## config.mk

```make
export PLATFORM = sky130hd
export DESIGN_NAME = adc_serial_if
export DESIGN_NICKNAME = d
export VERILOG_FILES = /design/src/rtl/adc_sif_pkg.sv /design/src/rtl/adc_sif_sync.sv /design/src/rtl/adc_sif_shift.sv /design/src/rtl/adc_sif_seq.sv /design/src/rtl/adc_serial_if.sv
export SDC_FILE = /design/constraint.sdc
export NUM_CORES = 1
export LEC_CHECK = 0
export CORE_UTILIZATION = 48
export CTS_CLUSTER_SIZE = 16
export DETAILED_ROUTE_END_ITERATION = 10
export GPL_ROUTABILITY_DRIVEN = 0
export GPL_TIMING_DRIVEN = 1
export PLACE_DENSITY = 0.74
export SLEW_MARGIN = 30
export SYNTH_ARGS = -nofsm -noshare
export SYNTH_HDL_FRONTEND = slang
export SYNTH_SLANG_ARGS = --single-unit
```

## constraint.sdc

```tcl
create_clock -name clk -period 5 [get_ports clk]
set_input_delay 1.25 -clock clk [delete_from_list [all_inputs] [get_ports clk]]
set_output_delay 1.25 -clock clk [all_outputs]
set_load 0.05 [all_outputs]
```

## src/rtl/adc_sif_pkg.sv

```systemverilog
package adc_sif_pkg;

    // Bundle of the asynchronous serial pins, carried through the synchronizer.
    typedef struct packed {
        logic cs_n;
        logic sclk;
        logic sdi;
    } serial_pins_t;

    localparam int PIN_W = $bits(serial_pins_t);

    // Pin values when the host is idle; also the synchronizer reset value.
    localparam serial_pins_t PINS_IDLE = '{cs_n: 1'b1, sclk: 1'b0, sdi: 1'b0};

    // Conversion sequencer states.
    typedef enum logic {
        SEQ_IDLE = 1'b0,
        SEQ_RUN  = 1'b1
    } seq_state_t;

endpackage

```

## src/rtl/adc_sif_sync.sv

```systemverilog
module adc_sif_sync #(
    parameter int W      = 3,
    parameter int STAGES = 2,
    parameter logic [W-1:0] RST_VAL = '0
) (
    input  logic         clk,
    input  logic         rst_n,
    input  logic [W-1:0] din,
    output logic [W-1:0] dout
);

    logic [STAGES-1:0][W-1:0] stg_d, stg_q;

    always_comb begin
        stg_d[0] = din;
        for (int s = 1; s < STAGES; s++) begin
            stg_d[s] = stg_q[s-1];
        end
    end

    always_ff @(posedge clk or negedge rst_n) begin
        if (!rst_n) begin
            for (int s = 0; s < STAGES; s++) begin
                stg_q[s] <= RST_VAL;
            end
        end else begin
            stg_q <= stg_d;
        end
    end

    assign dout = stg_q[STAGES-1];

endmodule

```

## src/rtl/adc_sif_shift.sv

```systemverilog
module adc_sif_shift #(
    parameter int WORD_W = 16
) (
    input  logic              clk,
    input  logic              rst_n,
    input  logic              cs_n_s,
    input  logic              sclk_s,
    input  logic              sdi_s,
    input  logic [WORD_W-1:0] load_word,
    output logic              sdo,
    output logic              cs_low,
    output logic              sclk_fall,
    output logic              commit,
    output logic [WORD_W-2:0] cmd
);

    localparam int CNT_W = $clog2(WORD_W + 2);
    localparam logic [CNT_W-1:0] CNT_FULL = CNT_W'(WORD_W);
    localparam logic [CNT_W-1:0] CNT_SAT  = CNT_W'(WORD_W + 1);

    typedef struct packed {
        logic [WORD_W-1:0] rx;
        logic [WORD_W-1:0] tx;
        logic [CNT_W-1:0]  cnt;
        logic              cs_p;
        logic              sclk_p;
    } shift_st_t;

    shift_st_t st_d, st_q;
    logic      cs_rise;
    logic      sclk_rise;

    always_comb begin
        st_d        = st_q;
        st_d.cs_p   = cs_n_s;
        st_d.sclk_p = sclk_s;

        cs_rise   = cs_n_s & ~st_q.cs_p;
        sclk_rise = ~cs_n_s & sclk_s & ~st_q.sclk_p;
        sclk_fall = ~cs_n_s & ~sclk_s & st_q.sclk_p;

        if (cs_n_s) begin
            // Idle: keep the outgoing word refreshed, restart the count.
            st_d.tx  = load_word;
            st_d.cnt = '0;
        end else begin
            if (sclk_rise) begin
                st_d.rx = {st_q.rx[WORD_W-2:0], sdi_s};
                if (st_q.cnt != CNT_SAT) begin
                    st_d.cnt = st_q.cnt + CNT_W'(1);
                end
            end
            if (sclk_fall) begin
                st_d.tx = {st_q.tx[WORD_W-2:0], 1'b0};
            end
        end

        commit = cs_rise && (st_q.cnt == CNT_FULL) && st_q.rx[WORD_W-1];
    end

    always_ff @(posedge clk or negedge rst_n) begin
        if (!rst_n) begin
            st_q.rx     <= '0;
            st_q.tx     <= '0;
            st_q.cnt    <= '0;
            st_q.cs_p   <= 1'b1;
            st_q.sclk_p <= 1'b0;
        end else begin
            st_q <= st_d;
        end
    end

    assign sdo    = st_q.tx[WORD_W-1];
    assign cs_low = ~cs_n_s;
    assign cmd    = st_q.rx[WORD_W-2:0];

endmodule

```

## src/rtl/adc_sif_seq.sv

```systemverilog
module adc_sif_seq
    import adc_sif_pkg::*;
#(
    parameter int WORD_W   = 16,
    parameter int CONV_CYC = 256
) (
    input  logic              clk,
    input  logic              rst_n,
    input  logic              start,
    input  logic              res_sign,
    input  logic              res_ovf,
    input  logic [WORD_W-3:0] res_mag,
    output logic              busy,
    output logic [WORD_W-1:0] result
);

    localparam int CCW = (CONV_CYC > 1) ? $clog2(CONV_CYC) : 1;
    localparam logic [CCW-1:0] CNT_LAST = CCW'(CONV_CYC - 1);

    typedef struct packed {
        seq_state_t        state;
        logic [CCW-1:0]    cnt;
        logic [WORD_W-1:0] res;
    } seq_st_t;

    seq_st_t st_d, st_q;

    always_comb begin
        st_d = st_q;
        if (start) begin
            // A new commit always wins, also over a conversion ending now.
            st_d.state = SEQ_RUN;
            st_d.cnt   = '0;
        end else if (st_q.state == SEQ_RUN) begin
            if (st_q.cnt == CNT_LAST) begin
                st_d.state = SEQ_IDLE;
                st_d.res   = {res_sign, res_ovf, res_mag};
            end else begin
                st_d.cnt = st_q.cnt + CCW'(1);
            end
        end
    end

    always_ff @(posedge clk or negedge rst_n) begin
        if (!rst_n) begin
            st_q.state <= SEQ_IDLE;
            st_q.cnt   <= '0;
            st_q.res   <= '0;
        end else begin
            st_q <= st_d;
        end
    end

    assign busy   = (st_q.state == SEQ_RUN);
    assign result = st_q.res;

endmodule

```

## src/rtl/adc_serial_if.sv

```systemverilog
module adc_serial_if
    import adc_sif_pkg::*;
#(
    parameter int MAG_W       = 14,
    parameter int CONV_CYC    = 256,
    parameter int SYNC_STAGES = 2
) (
    input  logic             clk,
    input  logic             rst_n,
    input  logic             cs_n,
    input  logic             sclk,
    input  logic             sdi,
    output logic             sdo,
    output logic             busy,
    output logic [MAG_W:0]   cfg,
    input  logic             res_sign,
    input  logic             res_ovf,
    input  logic [MAG_W-1:0] res_mag
);

    localparam int WORD_W = MAG_W + 2;
    localparam int CFG_W  = WORD_W - 1;

    serial_pins_t           pins_raw, pins_s;
    logic [PIN_W-1:0]       pins_s_vec;
    logic                   commit_w;
    logic                   cs_low_w;
    logic                   sclk_fall_w;
    logic [CFG_W-1:0]       cmd_w;
    logic [WORD_W-1:0]      result_w;
    logic [CFG_W-1:0]       cfg_d, cfg_q;

    assign pins_raw = '{cs_n: cs_n, sclk: sclk, sdi: sdi};

    adc_sif_sync #(
        .W      (PIN_W),
        .STAGES (SYNC_STAGES),
        .RST_VAL(PINS_IDLE)
    ) u_sync (
        .clk  (clk),
        .rst_n(rst_n),
        .din  (pins_raw),
        .dout (pins_s_vec)
    );

    assign pins_s = serial_pins_t'(pins_s_vec);

    adc_sif_shift #(
        .WORD_W(WORD_W)
    ) u_shift (
        .clk      (clk),
        .rst_n    (rst_n),
        .cs_n_s   (pins_s.cs_n),
        .sclk_s   (pins_s.sclk),
        .sdi_s    (pins_s.sdi),
        .load_word(result_w),
        .sdo      (sdo),
        .cs_low   (cs_low_w),
        .sclk_fall(sclk_fall_w),
        .commit   (commit_w),
        .cmd      (cmd_w)
    );

    adc_sif_seq #(
        .WORD_W  (WORD_W),
        .CONV_CYC(CONV_CYC)
    ) u_seq (
        .clk     (clk),
        .rst_n   (rst_n),
        .start   (commit_w),
        .res_sign(res_sign),
        .res_ovf (res_ovf),
        .res_mag (res_mag),
        .busy    (busy),
        .result  (result_w)
    );

    always_comb begin
        cfg_d = cfg_q;
        if (commit_w) begin
            cfg_d = cmd_w;
        end
    end

    always_ff @(posedge clk or negedge rst_n) begin
        if (!rst_n) begin
            cfg_q <= '0;
        end else begin
            cfg_q <= cfg_d;
        end
    end

    assign cfg = cfg_q;

endmodule

```

---- Word level (Yosys, flattened, before mapping) ----
Cells that the tools add are included.
cells by class
  add/subtract/negate cells ............... 2
  equal/unequal tests ..................... 4
  multiplexer cells ....................... 9
  bitwise logic cells ..................... 10
  reduce and logical (&&, ||, !) cells .... 10
operator list
  cell                 count
  $mux 16              2
  $mux 25              1
  $mux 21              1
  $mux 5               2
  $mux 9               1
  $add 8x1->8 const B  1
  $eq 8x8->1 const B   1
  $mux 8               1
  $reduce_bool 2->1    4
  $reduce_and 2->1     3
  $add 5x1->5 const B  1
  $and 1x1->1          5
  $eq 5x5->1 const B   1
  $ne 5x5->1 const B   1
  $not 1->1            5
  $reduce_and 3->1     1
  $logic_and 1x1->1    2
  $ne 2x2->1 const B   1
  $mux 1               1
word-level totals
  flip-flop bits (word level) ............. 85
  bits of input ports ..................... 21
  output and inout bits ................... 17
  logic and storage cells ................. 46

---- Logic depth before layout (Yosys ltp) ----
  depth after elaboration ................. 6
  gate-level depth with buffers ........... 7
  mapped depth without buffers ............ 5

---- Cells and area by module ----
A second synthesis with hierarchy kept.
unflattened totals
  cell total of the unflattened synthesis .. 297
  area, all modules ....................... 3,933.8 um^2
by module, submodules not included
  module         instances  cells each  area an instance (um^2)  seq. area each (um^2)
  adc_sif_shift  1          158         1,894.3                  977.2
  adc_sif_seq    1          101         1,273.7                  625.6
  adc_serial_if  1          32          613.1                    375.4
  adc_sif_sync   1          6           152.6                    152.6

---- Worst setup path before layout ----
No wires, ideal clock.
  path type ............................... register to output
  start point ............................. register u_seq.st_q (netlist bit u_seq.busy)
  end point ............................... output port busy
  arrival time ............................ 670 ps
  data required time ...................... 3,750 ps
  setup slack ............................. 3,080 ps
  stages on the path, launching flop included .. 1
  buffers on the path ..................... 0
  cell sequence ........................... dfrtp_1
RTL lines
  item                      RTL line             source
  start: declaration        adc_sif_seq.sv:26    seq_st_t st_d, st_q;
  start signal: assignment  adc_sif_seq.sv:50    st_q <= st_d;
  end: declaration          adc_serial_if.sv:14  output logic busy,
No word-level cell between the ends.

---- Final worst setup path ----
  start point ............................. register u_seq.st_q (netlist bit u_seq.busy)
  end point ............................... output port busy
No word-level cell between the ends.

==> impl_metrics.json <==
{
  "p_int_mw": 1.03,
  "skew_ns": 0.0109,
  "boundaryPins": 38,
  "synth_top_family_by_area": "multiplexers",
  "die_y_um": 87.9,
  "wl_per_cell_um": 13.2,
  "syn-mean-instance-area_um2": 12.1,
  "syn_area_um2": 3540,
  "ant_nets": 0,
  "synth_simple_gate_area_frac": 0.117,
  "ys_seq_area_frac": 0.602,
  "switchingPower_uw": 283,
  "postLayoutCoreUtil": 0.603,
  "die_w_um": 87.9,
  "power.density_nw_per_um2": 314,
  "worst_setup_path_start_kind": "flip-flop",
  "final_nets": 352,
  "worst_slew_pin_slew_ns": 0.889,
  "cts_tree": "yes",
  "finalCritPeriodShare": 0.575,
  "synth_top_area_share": 0.580,
  "crit_buf_inv": 1,
  "status": "finished, final reports clean",
  "clockRootBuffer": "clkbuf_8",
  "multi_input_area_um2": 1320,
  "antenna_found_initial": 0,
  "grt_pass1_wl_um": 9980,
  "cp_slowest_cell": "clkdlybuf4s50_1",
  "post-route-min-period_ns": 2.87,
  "wl_um": 5630,
  "rsz0062_at_grt": "false",
  "total_leakage_power_nw": 1.96,
  "dr.pass1.iters": 4,
  "coreArea_um2": 6940,
  "cp_slowest_stage_delay_ns": 0.83,
  "ys_ff_latch": 85,
  "setup_tns_ns": 0,
  "clkLatencyLatePin_ns": 0.35,
  "p_comb_frac": 0.044,
  "start_util": 0.510,
  "clock_sinks": 85,
  "clockBufferDepth": 2,
  "viasPerCell": 5.21,
  "synth_edf_count": 0,
  "synth_area_leaders": "dfrtp_1 58%, nand2_1 7.2%, mux2_2 7.0%",
  "fmax_mhz": 348,
  "drt_iter0_markers": 129,
  "grt_pass1_vias": 2187,
  "rows": 30,
  "crit_arrival_ns": 1.62,
  "pwr-share-clk": 0.401,
  "port_buffers": 37,
  "antenna_cells": 0,
  "h-tree-depth": 3,
  "yosys-top-cells-count": "82 x dfrtp_1, 68 x nand2_1, 22 x mux2_2",
  "criticalPathCategory": "flip-flop to output pin",
  "worstPathMaxFanout": 8,
  "post-dp-hpwl_um": 3650,
  "yosys.area.top_type": "dfrtp_1",
  "fillers": 564,
  "maxSlewHeadroom": 0.407,
  "ys_types": 37,
  "cts_made_buffers": 9,
  "drv_slew": 0,
  "synthAdderAreaFrac": 0.0141,
  "path_clk_slew_ns": 0.08,
  "ys_warn_count": 0,
  "worstPathRequired_ns": 3.75,
  "synthArstFlopShare": 1.00,
  "max-vdd-ir-drop_mv": 0.191,
  "seq_area_um2": 2130,
  "path_cells": "clkdlybuf4s50_1",
  "endpoint_kind": "output pin",
  "area_growth_pct": 18.2,
  "drcViolationCount": 0,
  "grt_usage": 0.170,
  "synthMuxAreaShare": 0.166,
  "synth_compound_area_frac": 0.0707,
  "drv_cap": 0,
  "drive_gt1_frac": 0.169,
  "grt_remaining_overflow": 0,
  "postCtsSetupRepairBufs": 0,
  "grt_max_degree": 86,
  "postCtsHoldBufs": 0,
  "synthMostInstantiatedCell": "dfrtp_1",
  "p_seq_frac": 0.554,
  "switching_share": 0.215,
  "synth-xor-area-share": 0,
  "vias": 2228,
  "dieArea_um2": 7720,
  "setup_viol": 0,
  "hp-class": "flip-flop to flip-flop",
  "hold_violations": 0,
  "syn-num-nets": 317,
  "syn_inst": 292,
  "synthFlopType": "dfrtp_1",
  "cts_resized": 0,
  "path_delay_family": "buffers and inverters"
}
## metal layers
layer	routed length [um]	GRT usage
met3	195	0.0396
met1	2790	0.235
met2	2570	0.258
met4	74	0.0760
met5	0	0
## layout make-up
type,count,area share
Clock buffer,12,0.0347
Clock inverter,4,0.0173
Inverter,4,0.00359
Multi-Input combinational cell,188,0.314
Sequential cell,85,0.509
Tap cell,96,0.0287
Timing Repair Buffer,39,0.0924
## sequential cells by signal, summed over array words and instances, names as in the netlist
register / flops
u_shift.cmd: 15
u_seq.busy: 1
u_seq.result: 16
cfg: 15
u_sync.dout: 3
u_shift.sdo: 1
u_sync.stg_d: 3
u_shift.st_q: 23
u_seq.st_q: 8
## power by group through the flow
stage                     Clock [mW]  Sequential [mW]  Combinational (mW)
after floorplan                    0            0.732              0.0291
after global placement             0            0.740              0.0572
after detailed placement           0            0.741              0.0590
after CTS                      0.542            0.727              0.0595
after global routing           0.568            0.731              0.0674
final                          0.527            0.728              0.0579
## logic make-up after synthesis
| logic type | Yosys count |
|---|---|
| fa+ha+maj | 4 |
| mux | 51 |
| buf+inv | 19 |
| compound gates | 41 |
| flops | 85 |
| simple gates | 92 |
## worst paths after layout
check	from	to	slack, ns	cells past startpoint
max	u_seq.busy	busy	2.13	1
min	u_sync.stg_d[3]	u_sync.dout[0]	0.35	0
max reg2reg	u_sync.dout[2]	u_seq.result[8]	2.52	3
min reg2reg	u_sync.stg_d[3]	u_sync.dout[0]	0.35	0
max in group asynchronous	rst_n	u_sync.dout[0]	3.56	1
min in group asynchronous	rst_n	cfg[11]	0.94	1
## per-stage QoR
step	hold WS [ns]	power (mW)	area, um2	worst slack (ns)	std cells
floorplan	0.331	0.761	3540	3.08	292
global placement	0.336	0.797	3960	2.52	412
detailed placement	0.341	0.800	3960	2.50	412
CTS	0.359	1.33	4180	2.10	428
global route	0.360	1.37	4190	2.05	428
finish	0.354	1.31	4190	2.13	428
## cells in the final DEF, fill, tap and decap left out, drive strengths merged, types with 2 or more instances in the layout
cell type / n
o211ai: 2
a21oi: 4
or3b: 2
clkdlybuf4s50: 36
o31ai: 2
nor2: 3
o21bai: 2
and4: 3
ha: 4
dfrtp: 82
buf: 3
nand2: 68
o21ai: 20
and2: 2
mux2i: 19
inv: 4
nor2b: 3
a31oi: 5
nand3: 4
clkbuf: 12
mux2: 32
nor3: 2
bufinv: 2
dfstp: 3
Note: power is estimated with default switching activity, not from simulation.
